===== src/rtl/smp_pkg.sv =====
package smp_pkg;
  typedef enum logic [1:0] {
    ST_IDLE  = 2'd0,
    ST_STEP2 = 2'd1,
    ST_STEP3 = 2'd2
  } step_e;

  typedef enum logic {
    OP_LOAD  = 1'b0,
    OP_STORE = 1'b1
  } op_e;
endpackage


===== src/rtl/smp_seq.sv =====
module smp_seq
  import smp_pkg::*;
(
  input  logic clk,
  input  logic rst,
  input  logic req_valid,
  input  logic req_write,
  output logic req_ready,
  output logic busy,
  output logic done,
  output logic rd_strobe,
  output logic wr_strobe,
  output logic mar_from_req,
  output logic mar_from_pend,
  output logic mdr_from_req,
  output logic mdr_from_mem
);
  step_e state_q, state_d;
  op_e   op_q;
  logic  accept;

  assign req_ready = (state_q == ST_IDLE);
  assign accept    = req_valid && req_ready;
  assign busy      = !req_ready;
  assign done      = (state_q == ST_STEP3);

  // load: address first, then read strobe; store: data, then address, then write strobe
  assign rd_strobe     = (state_q == ST_STEP2) && (op_q == OP_LOAD);
  assign wr_strobe     = (state_q == ST_STEP3) && (op_q == OP_STORE);
  assign mar_from_req  = accept && !req_write;
  assign mdr_from_req  = accept && req_write;
  assign mar_from_pend = (state_q == ST_STEP2) && (op_q == OP_STORE);
  assign mdr_from_mem  = rd_strobe;

  always_comb begin
    state_d = state_q;
    case (state_q)
      ST_IDLE:  if (accept) state_d = ST_STEP2;
      ST_STEP2: state_d = ST_STEP3;
      ST_STEP3: state_d = ST_IDLE;
      default:  state_d = ST_IDLE;
    endcase
  end

  always_ff @(posedge clk) begin
    if (rst) begin
      state_q <= ST_IDLE;
      op_q    <= OP_LOAD;
    end else begin
      state_q <= state_d;
      if (accept) op_q <= op_e'(req_write);
    end
  end


  done_single_chk: assert property (@(posedge clk) disable iff (rst)
    done |=> !done);


  accept_then_busy_chk: assert property (@(posedge clk) disable iff (rst)
    req_valid && req_ready |=> busy && !done && !req_ready);


  accept_to_done_chk: assert property (@(posedge clk) disable iff (rst)
    req_valid && req_ready |-> ##2 done);


  strobe_excl_chk: assert property (@(posedge clk) disable iff (rst)
    $onehot0({rd_strobe, wr_strobe}));
endmodule


===== src/rtl/smp_stage.sv =====
module smp_stage #(
  parameter int ADDR_W = 16,
  parameter int DATA_W = 16
) (
  input  logic              clk,
  input  logic              rst,
  input  logic              mar_from_req,
  input  logic              mar_from_pend,
  input  logic              mdr_from_req,
  input  logic              mdr_from_mem,
  input  logic [ADDR_W-1:0] req_addr,
  input  logic [DATA_W-1:0] req_wdata,
  input  logic [DATA_W-1:0] mem_word,
  output logic [ADDR_W-1:0] mar_q,
  output logic [DATA_W-1:0] mdr_q
);
  logic [ADDR_W-1:0] pend_q;

  always_ff @(posedge clk) begin
    if (rst) begin
      mar_q  <= '0;
      mdr_q  <= '0;
      pend_q <= '0;
    end else begin
      if (mar_from_req)       mar_q <= req_addr;
      else if (mar_from_pend) mar_q <= pend_q;
      if (mdr_from_req) begin
        mdr_q  <= req_wdata;
        pend_q <= req_addr;
      end else if (mdr_from_mem) begin
        mdr_q <= mem_word;
      end
    end
  end


  mar_load_chk: assert property (@(posedge clk) disable iff (rst)
    mar_from_req |=> mar_q == $past(req_addr));


  mdr_load_chk: assert property (@(posedge clk) disable iff (rst)
    mdr_from_req |=> mdr_q == $past(req_wdata));


  mdr_hold_chk: assert property (@(posedge clk) disable iff (rst)
    !mdr_from_req && !mdr_from_mem |=> $stable(mdr_q));
endmodule


===== src/rtl/smp_array.sv =====
module smp_array #(
  parameter int DATA_W = 16,
  parameter int DEPTH  = 64
) (
  input  logic                     clk,
  input  logic                     wr_en,
  input  logic [$clog2(DEPTH)-1:0] idx,
  input  logic [DATA_W-1:0]        wdata,
  output logic [DATA_W-1:0]        rd_word
);
  logic [DATA_W-1:0] mem [DEPTH];

  // no reset: contents survive rst
  always_ff @(posedge clk) begin
    if (wr_en) mem[idx] <= wdata;
  end

  // captured into the MDR at the next edge
  assign rd_word = mem[idx];
endmodule


===== src/rtl/staged_mem_port.sv =====
module staged_mem_port #(
  parameter int ADDR_W = 16,
  parameter int DATA_W = 16,
  parameter int DEPTH  = 64
) (
  input  logic              clk,
  input  logic              rst,
  input  logic              req_valid,
  output logic              req_ready,
  input  logic              req_write,
  input  logic [ADDR_W-1:0] req_addr,
  input  logic [DATA_W-1:0] req_wdata,
  output logic              busy,
  output logic              done,
  output logic [ADDR_W-1:0] mar_o,
  output logic [DATA_W-1:0] mdr_o,
  output logic              rd_pulse,
  output logic              wr_pulse
);
  localparam int IDX_W = $clog2(DEPTH);

  logic              mar_from_req, mar_from_pend, mdr_from_req, mdr_from_mem;
  logic [DATA_W-1:0] arr_word;

  smp_seq u_seq (
    .clk           (clk),
    .rst           (rst),
    .req_valid     (req_valid),
    .req_write     (req_write),
    .req_ready     (req_ready),
    .busy          (busy),
    .done          (done),
    .rd_strobe     (rd_pulse),
    .wr_strobe     (wr_pulse),
    .mar_from_req  (mar_from_req),
    .mar_from_pend (mar_from_pend),
    .mdr_from_req  (mdr_from_req),
    .mdr_from_mem  (mdr_from_mem)
  );

  smp_stage #(.ADDR_W(ADDR_W), .DATA_W(DATA_W)) u_stage (
    .clk           (clk),
    .rst           (rst),
    .mar_from_req  (mar_from_req),
    .mar_from_pend (mar_from_pend),
    .mdr_from_req  (mdr_from_req),
    .mdr_from_mem  (mdr_from_mem),
    .req_addr      (req_addr),
    .req_wdata     (req_wdata),
    .mem_word      (arr_word),
    .mar_q         (mar_o),
    .mdr_q         (mdr_o)
  );

  smp_array #(.DATA_W(DATA_W), .DEPTH(DEPTH)) u_array (
    .clk     (clk),
    .wr_en   (wr_pulse),
    .idx     (mar_o[IDX_W-1:0]),
    .wdata   (mdr_o),
    .rd_word (arr_word)
  );


  rd_capture_chk: assert property (@(posedge clk) disable iff (rst)
    rd_pulse |=> done && mdr_o == $past(arr_word));


  wr_in_done_chk: assert property (@(posedge clk) disable iff (rst)
    wr_pulse |-> done && busy);


  busy_mar_chk: assert property (@(posedge clk) disable iff (rst)
    rd_pulse |=> $stable(mar_o));
endmodule


===== config.mk =====
export PLATFORM = sky130hd
export DESIGN_NAME = staged_mem_port
export DESIGN_NICKNAME = d
export VERILOG_FILES = /design/src/rtl/smp_pkg.sv /design/src/rtl/smp_seq.sv /design/src/rtl/smp_stage.sv /design/src/rtl/smp_array.sv /design/src/rtl/staged_mem_port.sv
export SDC_FILE = /design/constraint.sdc
export NUM_CORES = 1
export LEC_CHECK = 0
export BUFFER_PORTS_ARGS = -buffer_cell sky130_fd_sc_hd__buf_2
export CORE_MARGIN = 10
export CORE_UTILIZATION = 28
export CTS_CLUSTER_SIZE = 12
export DETAILED_ROUTE_END_ITERATION = 7
export PLACE_DENSITY = 0.42
export SLEW_MARGIN = 20
export SYNTH_ARGS = -nofsm -noshare
export SYNTH_HDL_FRONTEND = slang
export SYNTH_SLANG_ARGS = --single-unit

===== constraint.sdc =====
create_clock -name clk -period 3.95 [get_ports clk]
set_clock_uncertainty 0.15 [all_clocks]
set_input_delay 0.1975 -clock clk [delete_from_list [all_inputs] [get_ports clk]]
set_output_delay 0.1975 -clock clk [all_outputs]
set_load 0.005 [all_outputs]

==> metrics.md, run 1 <==
| Metric | Value |
|---|---|
| Status | finished, final reports clean |
| Worst Path Buf+Inv | 1 |
| DR vias | 21000 |
| Clock slew at reported path FFs | 0.06 ns |
| Die height | 405 um |
| Share of cells above drive strength 1 | 26.3% |
| Adder-Cell Fraction of Synth Area | 0% |
| DRC viols | 0 |
| Initial Util | 28.1% |
| Synth Area in Compound Gates | 4.38% |
| Slew headroom | 25.9% |
| GR Util All Layers | 13.9% |
| Flop2flop setup slack | 0.64 ns |
| Hold Path Class | in2reg |
| # Max-Cap Violations | 0 |
| Die Wd | 405 um |
| First-pass GRT wire length | 165000 um |
| Max VDD drop | 0.000325 V |
| Leakage | 15.4 nW |
| Drt first-iter violations | 1649 |
| Nets | 2349 |
| I/O pin cnt | 73 |
| Clk_lat worst skew | 0.69 ns |
| Worst Max-Slew Pin Slew | 1.11 ns |
| Core area | 147000 um^2 |
| Seq/Total Area, Yosys | 76.9% |
| Clock sink count | 1081 |
| Antenna cells | 0 |
| Synth top area cells | edfxtp_1 (74%), mux4_2 (12%), dfxtp_1 (2.7%), a22oi_1 (2.0%), mux2i_1 (2.0%) |
| XOR/XNOR share of the synthesized area | 0% |
| Slowest CP cell | dfxtp_1 |
| Die area | 164000 um^2 |
| Final setup fails | 0 |
| Clock Tree Root | clkbuf_16 |
| Post-synth EDFFs | 1024 |
| Syn Inst Count | 2058 |
| Initial antenna violation count | 2 |
| Synth top area share | 74.1% |
| Max-slew violations | 0 |
| Hold WS | 0.0860 ns |
| Layout area overhead | 17.6% |
| P per Cell Area | 504 nW/um^2 |
| Fin crit share | 83.8% |
| GRT overflow | 0 |
| Syn Area/Cell | 20.2 um^2 |
| CP required | 4.37 ns |
| Largest delay contributor family on the critical path | simple AND/OR/NAND/NOR gates |
| Main synth FF type | edfxtp_1 |
| Async set or reset register ratio after synthesis | 0% |
| Detailed Route WL | 116000 um |
| Max Buffers Root-to-Sink | 3 |
| Post-synth cell types | 35 |
| Type of origin of the critical path | flop |
| Cell Count, Final, Fillers Out | 4322 |
| Min Tclk post-route | 3.31 ns |
| Critical Path Sink Type | flop |
| #FFs+latches synth | 1081 |
| CTS tree | built |
| Post-Syn Nets | 2094 |
| Worst-path cell chain | nor2b_1, buf_4, a22o_1, nor3_1, nor4_1, a211oi_1 |
| Vias per cell | 4.86 |
| GPL Wtd Cong | 0.782 |
| Largest net degree at the start of global routing | 68 |
| Multiplexer share of the synthesized area | 14.1% |
| Post-CTS sizing | 0 |
| Total CTS buffers | 110 |
| Crit Path Category | reg2reg |
| CP arrival | 3.73 ns |
| Post-DP HPWL | 71900 um |
| Simple-gate share of the synthesized area | 3.07% |
| H-tree depth | 3 |
| Number of fill cells | 13900 |
| Drt pass-1 iters | 5 |
| Fin Setup TNS | 0 ns |
| Leading area contributor after synthesis | edfxtp_1 |
| RSZ-0062 raised after global routing | false |
| Largest family of logic cells by synthesized area | multiplexers |
| Fmax | 302 MHz |
| Placed cell count | 4091 |
| Max stage delay on crit path | 0.89 ns |
| PortBufs | 72 |
| Post-synthesis cell area | 41500 um^2 |
| CP max FO | 12 |
| FP Rows | 141 |
| Vias in the first global route | 21700 |
| Final ANT Viol Nets | 0 |
| Final Hold Vio Count | 0 |
| Ys Warns | 0 |
| WL/cell | 26.9 um |
cell usage in the layout (no fill, tap or decap), types with 40 or more instances in the layout:
master	Yosys	layout
a21oi_1	51	51
a22o_1	45	45
a22oi_1	111	111
buf_2	38	72
buf_4	9	146
clkbuf_16	0	117
dlygate4sd3_1	0	40
edfxtp_1	1024	1024
mux2i_1	83	83
mux4_2	223	223
nand2_1	92	92
nor2_1	109	95
worst paths after layout:
kind,startpoint,end,cells after the start
worst max register to register,flop,u_stage.mdr_q[15],6
worst min register to register,u_stage.pend_q[14],u_stage.pend_q[14],2
worst max-delay path,flop,u_stage.mdr_q[15],6
worst min-delay path,req_write,u_stage.pend_q[14],4
flip-flops by register name, summed over array words and instances (netlist names), named ones only:
name / flops
u_array.mem: 1024
u_stage.mar_q: 16
u_stage.mdr_q: 16
u_stage.pend_q: 16
u_seq.state_q: 2
u_seq.op_q: 1
layout make-up:
cell class	instances	area, um^2	share of cell area, %
Clock buffer	162	3160	6.47
Sequential cell	1081	31900	65.4
Inverter	2	7.51	0.0154
Timing Repair Buffer	269	2080	4.25
Clock inverter	29	250	0.513
Multi-Input combinational cell	849	8990	18.4
Tap cell	1930	2410	4.95
Yosys cell counts, drive strengths merged (3+ instances only):
library cell,number
a211oi,32
a21oi,51
a22o,45
a22oi,111
and2,4
buf,68
clkbuf,58
dfxtp,57
edfxtp,1024
mux2i,83
mux4,223
nand2,92
nand3,5
nand3b,4
nor2,111
nor2b,12
nor3,16
nor4,15
o21ai,16
or3,18
or3b,3
what timing repair did:
| action | 4_1_cts | 5_1_grt |
|---|---|---|
| endpoints found under the hold margin | 55 | 0 |
| hold buffers | 40 | 0 |
| buffers inserted | 0 | 0 |
per-stage QoR:
| stage | cell area (um^2) | power [mW] | worst slack (ns) | utilization [%] |
|---|---|---|---|---|
| finish | 48800 | 24.6 | 0.639 | 33.1 |
| global route | 48800 | 25.5 | 0.600 | 33.1 |
| floorplan | 41500 | 14.1 | 1.41 | - |
| global placement | 45000 | 14.9 | 0.626 | 30.5 |
| detailed placement | 45000 | 14.9 | 0.687 | 30.5 |
| CTS | 48800 | 24.9 | 0.621 | 33.1 |
per-layer routing:
layer,part of all wire (%),up-vias,track usage [%]
met5,0,-,0
met4,2.6,0,4.48
met3,5.0,140,2.10
met2,49,592,23.3
met1,43,11200,18.5
li1,-,9010,-
worst reg2reg max path, delay by kind of cell (launching register included):
kind	cells	cell delay (ns)
simple gates	3	1.28
flops	1	0.89
buf+inv	1	0.29
compound gates	2	0.57
cell families (layout without fill, tap and decap cells):
group                  after synthesis  count (layout)
AOI/OAI and AO/OA                  257             257
buffers and inverters              128             462
DFF                               1081            1081
muxes                              306             306
and+or+nand+nor                    286             286
where the power goes:
group          leakage [nW]  switching, mW  internal [mW]
Sequential             9.88          0.274           12.8
Clock                  1.66           4.17           5.79
Combinational          3.88          0.999          0.624
Total                  15.4           5.45           19.2
Note: power is estimated with default switching activity, not from simulation.
==> inputs of run 2 (changes only) <==
--- a/config.mk
+++ b/config.mk
@@ -10,7 +10,7 @@
 export CORE_UTILIZATION = 28
 export CTS_CLUSTER_SIZE = 12
 export DETAILED_ROUTE_END_ITERATION = 7
-export PLACE_DENSITY = 0.42
+export PLACE_DENSITY = 0.43
 export SLEW_MARGIN = 20
 export SYNTH_ARGS = -nofsm -noshare
 export SYNTH_HDL_FRONTEND = slang
==> constraint.sdc (replaced) <==
create_clock -name clk -period 2.75 [get_ports clk]
set_clock_uncertainty 0.15 [all_clocks]
set_input_delay 0.1375 -clock clk [delete_from_list [all_inputs] [get_ports clk]]
set_output_delay 0.1375 -clock clk [all_outputs]
set_load 0.005 [all_outputs]
==> run 2 against run 1 <==
Sequential power up 43%. Design area is 2.8% higher. Sequential share of layout area decreased by 1.8 points. Via count up 1.9%. Maximum frequency up 22%. Critical path depth increased by 2. Critical path type unchanged. Largest cell class unchanged. Largest power group unchanged. Highest routed layer unchanged.
==> metrics.md, run 2 (same netlist as run 1, synthesis figures left out) <==
| Metric | Value |
|---|---|
| Initial antenna violation count | 4 (was 2) |
| Max reg flops | 1024 (unchanged) |
| Max-slew violations | 0 (unchanged) |
| Instance area at placement | 46300 um^2 (was 45000 um^2) |
| Min Tclk post-route | 2.71 ns (was 3.31 ns) |
| Final Hold Vio Count | 0 (unchanged) |
| CP required | 3.22 ns (was 4.37 ns) |
| CTS tree | built (unchanged) |
| RSZ-0062 raised after global routing | true (was false) |
| Final ANT Viol Nets | 0 (unchanged) |
| Initial Util | 28.1% (unchanged) |
| Fmax | 368 MHz (was 302 MHz) |
| Largest net degree at the start of global routing | 58 (was 68) |
| Final core utilization | 34.0% (was 33.1%) |
| WL/cell | 27.0 um (was 26.9 um) |
| Met1 usage | 19.0% (was 18.5%) |
| Share of cells above drive strength 1 | 29.2% (was 26.3%) |
| Layout area overhead | 21.0% (was 17.6%) |
| Most frequent cells in the layout | edfxtp_1 (1024), mux4_2 (223), buf_4 (181), clkbuf_16 (113), nor2_1 (107) (was edfxtp_1 (1024), mux4_2 (223), buf_4 (146), clkbuf_16 (117), a22oi_1 (111)) |
| Worst Max-Slew Pin Slew | 0.878 ns (was 1.11 ns) |
| Hold path depth | 5 (was 4) |
| Slowest CP cell | nor3_1 (was dfxtp_1) |
| H-tree depth | 3 (unchanged) |
| Post-CTS setup buffers | 0 (unchanged) |
| GRT overflow | 0 (unchanged) |
| Type of origin of the critical path | flop (unchanged) |
| FP Rows | 141 (unchanged) |
| Leakage | 16.0 nW (was 15.4 nW) |
| Drt pass-1 iters | 5 (unchanged) |
| Max Buffers Root-to-Sink | 3 (unchanged) |
| Vias per cell | 4.84 (was 4.86) |
| CP max FO | 16 (was 12) |
| Met2 Use GR | 24.5% (was 23.3%) |
| Critical Path Sink Type | flop (unchanged) |
| Most common cell after layout, fill and taps aside | edfxtp_1 (unchanged) |
| Source of the worst hold timing path | req_write (unchanged) |
| Crit Path Category | reg2reg (unchanged) |
| Worst R2R Path Depth | 8 (was 6) |
| DR vias | 21400 (was 21000) |
| Biggest register | u_array.mem (unchanged) |
| Status | finished, final reports clean (unchanged) |
| Total CTS buffers | 110 (unchanged) |
| Nets | 2445 (was 2349) |
| PortBufs | 72 (unchanged) |
| DRC viols | 0 (unchanged) |
| Worst-path cell chain | buf_6, nor2b_1, buf_12, a22o_1, nor3_1, nor4_1, buf_4, a211oi_1 (was nor2b_1, buf_4, a22o_1, nor3_1, nor4_1, a211oi_1) |
| # Max-Cap Violations | 0 (unchanged) |
| Flop2flop setup slack | 0.04 ns (was 0.64 ns) |
| Hold Crit Endpoint | u_stage.pend_q[11] (was u_stage.pend_q[14]) |
| Die height | 405 um (unchanged) |
| Final setup fails | 0 (unchanged) |
| Non-Filler Cell Area, Final | 50200 um^2 (was 48800 um^2) |
| Drt first-iter violations | 1815 (was 1649) |
| Hold Path Class | in2reg (unchanged) |
| Worst Path Buf+Inv | 3 (was 1) |
| RR Endpoint | u_stage.mdr_q[1] (was u_stage.mdr_q[15]) |
| Power Total | 35.2 mW (was 24.6 mW) |
| Detailed Route WL | 119000 um (was 116000 um) |
| Slew headroom | 41.4% (was 25.9%) |
| Die area | 164000 um^2 (unchanged) |
| Core area | 147000 um^2 (unchanged) |
| Die Wd | 405 um (unchanged) |
| Clock sink count | 1081 (unchanged) |
| I/O pin cnt | 73 (unchanged) |
| Max stage delay on crit path | 0.59 ns (was 0.89 ns) |
| Gr busiest metal | met2 (unchanged) |
| GR Util All Layers | 14.3% (was 13.9%) |
| Largest delay contributor family on the critical path | simple AND/OR/NAND/NOR gates (unchanged) |
| CP arrival | 3.19 ns (was 3.73 ns) |
| First-pass GRT wire length | 169000 um (was 165000 um) |
| Grt met3 use | 2.06% (was 2.10%) |
| P per Cell Area | 701 nW/um^2 (was 504 nW/um^2) |
| Max VDD drop | 0.000449 V (was 0.000325 V) |
| GPL Wtd Cong | 0.780 (was 0.782) |
| Fin crit share | 98.7% (was 83.8%) |
| Clock slew at reported path FFs | 0.06 ns (about the same) |
| Post-DP HPWL | 75200 um (was 71900 um) |
| Vias in the first global route | 22300 (was 21700) |
| Fin Setup TNS | 0 ns (unchanged) |
| Clock Tree Root | clkbuf_16 (unchanged) |
| Clk_lat worst skew | 0.72 ns (was 0.69 ns) |
[run 2: cell type report]
cell class / instances / area (um^2)
diodes: 1 / 2.50
clock buffers: 160 / 3060
clock inverters: 34 / 229
fillers: 13800 / 97300
inverters: 2 / 7.51
multi-input cells: 849 / 9050
flip-flops and latches: 1081 / 31900
well taps: 1930 / 2410
repair buffers: 365 / 3500
[run 2: power breakdown]
part | switching, mW | leakage (nW) | internal, mW | total (mW)
Clock | 6.04 | 1.60 | 7.84 | 13.9
Sequential | 0.283 | 9.88 | 18.3 | 18.6
Combinational | 1.63 | 4.48 | 1.11 | 2.73
Total | 7.95 | 16.0 | 27.3 | 35.2
[run 2: metrics by stage]
stage          std cells  hold slack, ns  worst slack [ns]
2_1_floorplan       2058           0.123             0.205
3_3_place_gp        4178           0.239            -0.809
3_5_place_dp        4179           0.248            -0.242
4_1_cts             4421         0.00279           -0.0112
5_1_grt             4421          0.0564           -0.0189
6_report            4422          0.0632            0.0358
[run 2: worst max path at each step]
stage | startpoint | to | cells past startpoint
CTS | flop | u_stage.mdr_q[5] | 9
floorplan | u_seq.state_q[0] | u_array.mem[62][0] | 6
global route | flop | u_stage.mdr_q[3] | 8
global placement | flop | u_stage.mdr_q[5] | 8
detailed placement | flop | u_stage.mdr_q[1] | 7
finish | flop | u_stage.mdr_q[1] | 8
[run 2: worst register-to-register path, stage by stage (launching register included)]
cell,delay [ns]
dfxtp_4,0.44
buf_6,0.28
nor2b_1,0.18
buf_12,0.19
a22o_1,0.25
nor3_1,0.59
nor4_1,0.17
buf_4,0.18
a211oi_1,0.20
[run 2: timing repair]
action / in CTS / in global routing
cloned: 1 / 1
hold endpoints to repair: 57 / 0
resized for setup: 19 / 7
hold buffers: 47 / 0
pin swaps: 4 / 1
endpoints found under the setup margin: 14 / 13
[run 2: routing by layer]
metal	share of wire, %	vias to the layer above	wire, um
met3	4.7	115	5600
met4	1.9	0	2280
met5	0	-	0
li1	-	9198	-
met2	50	523	59900
met1	43	11500	51500
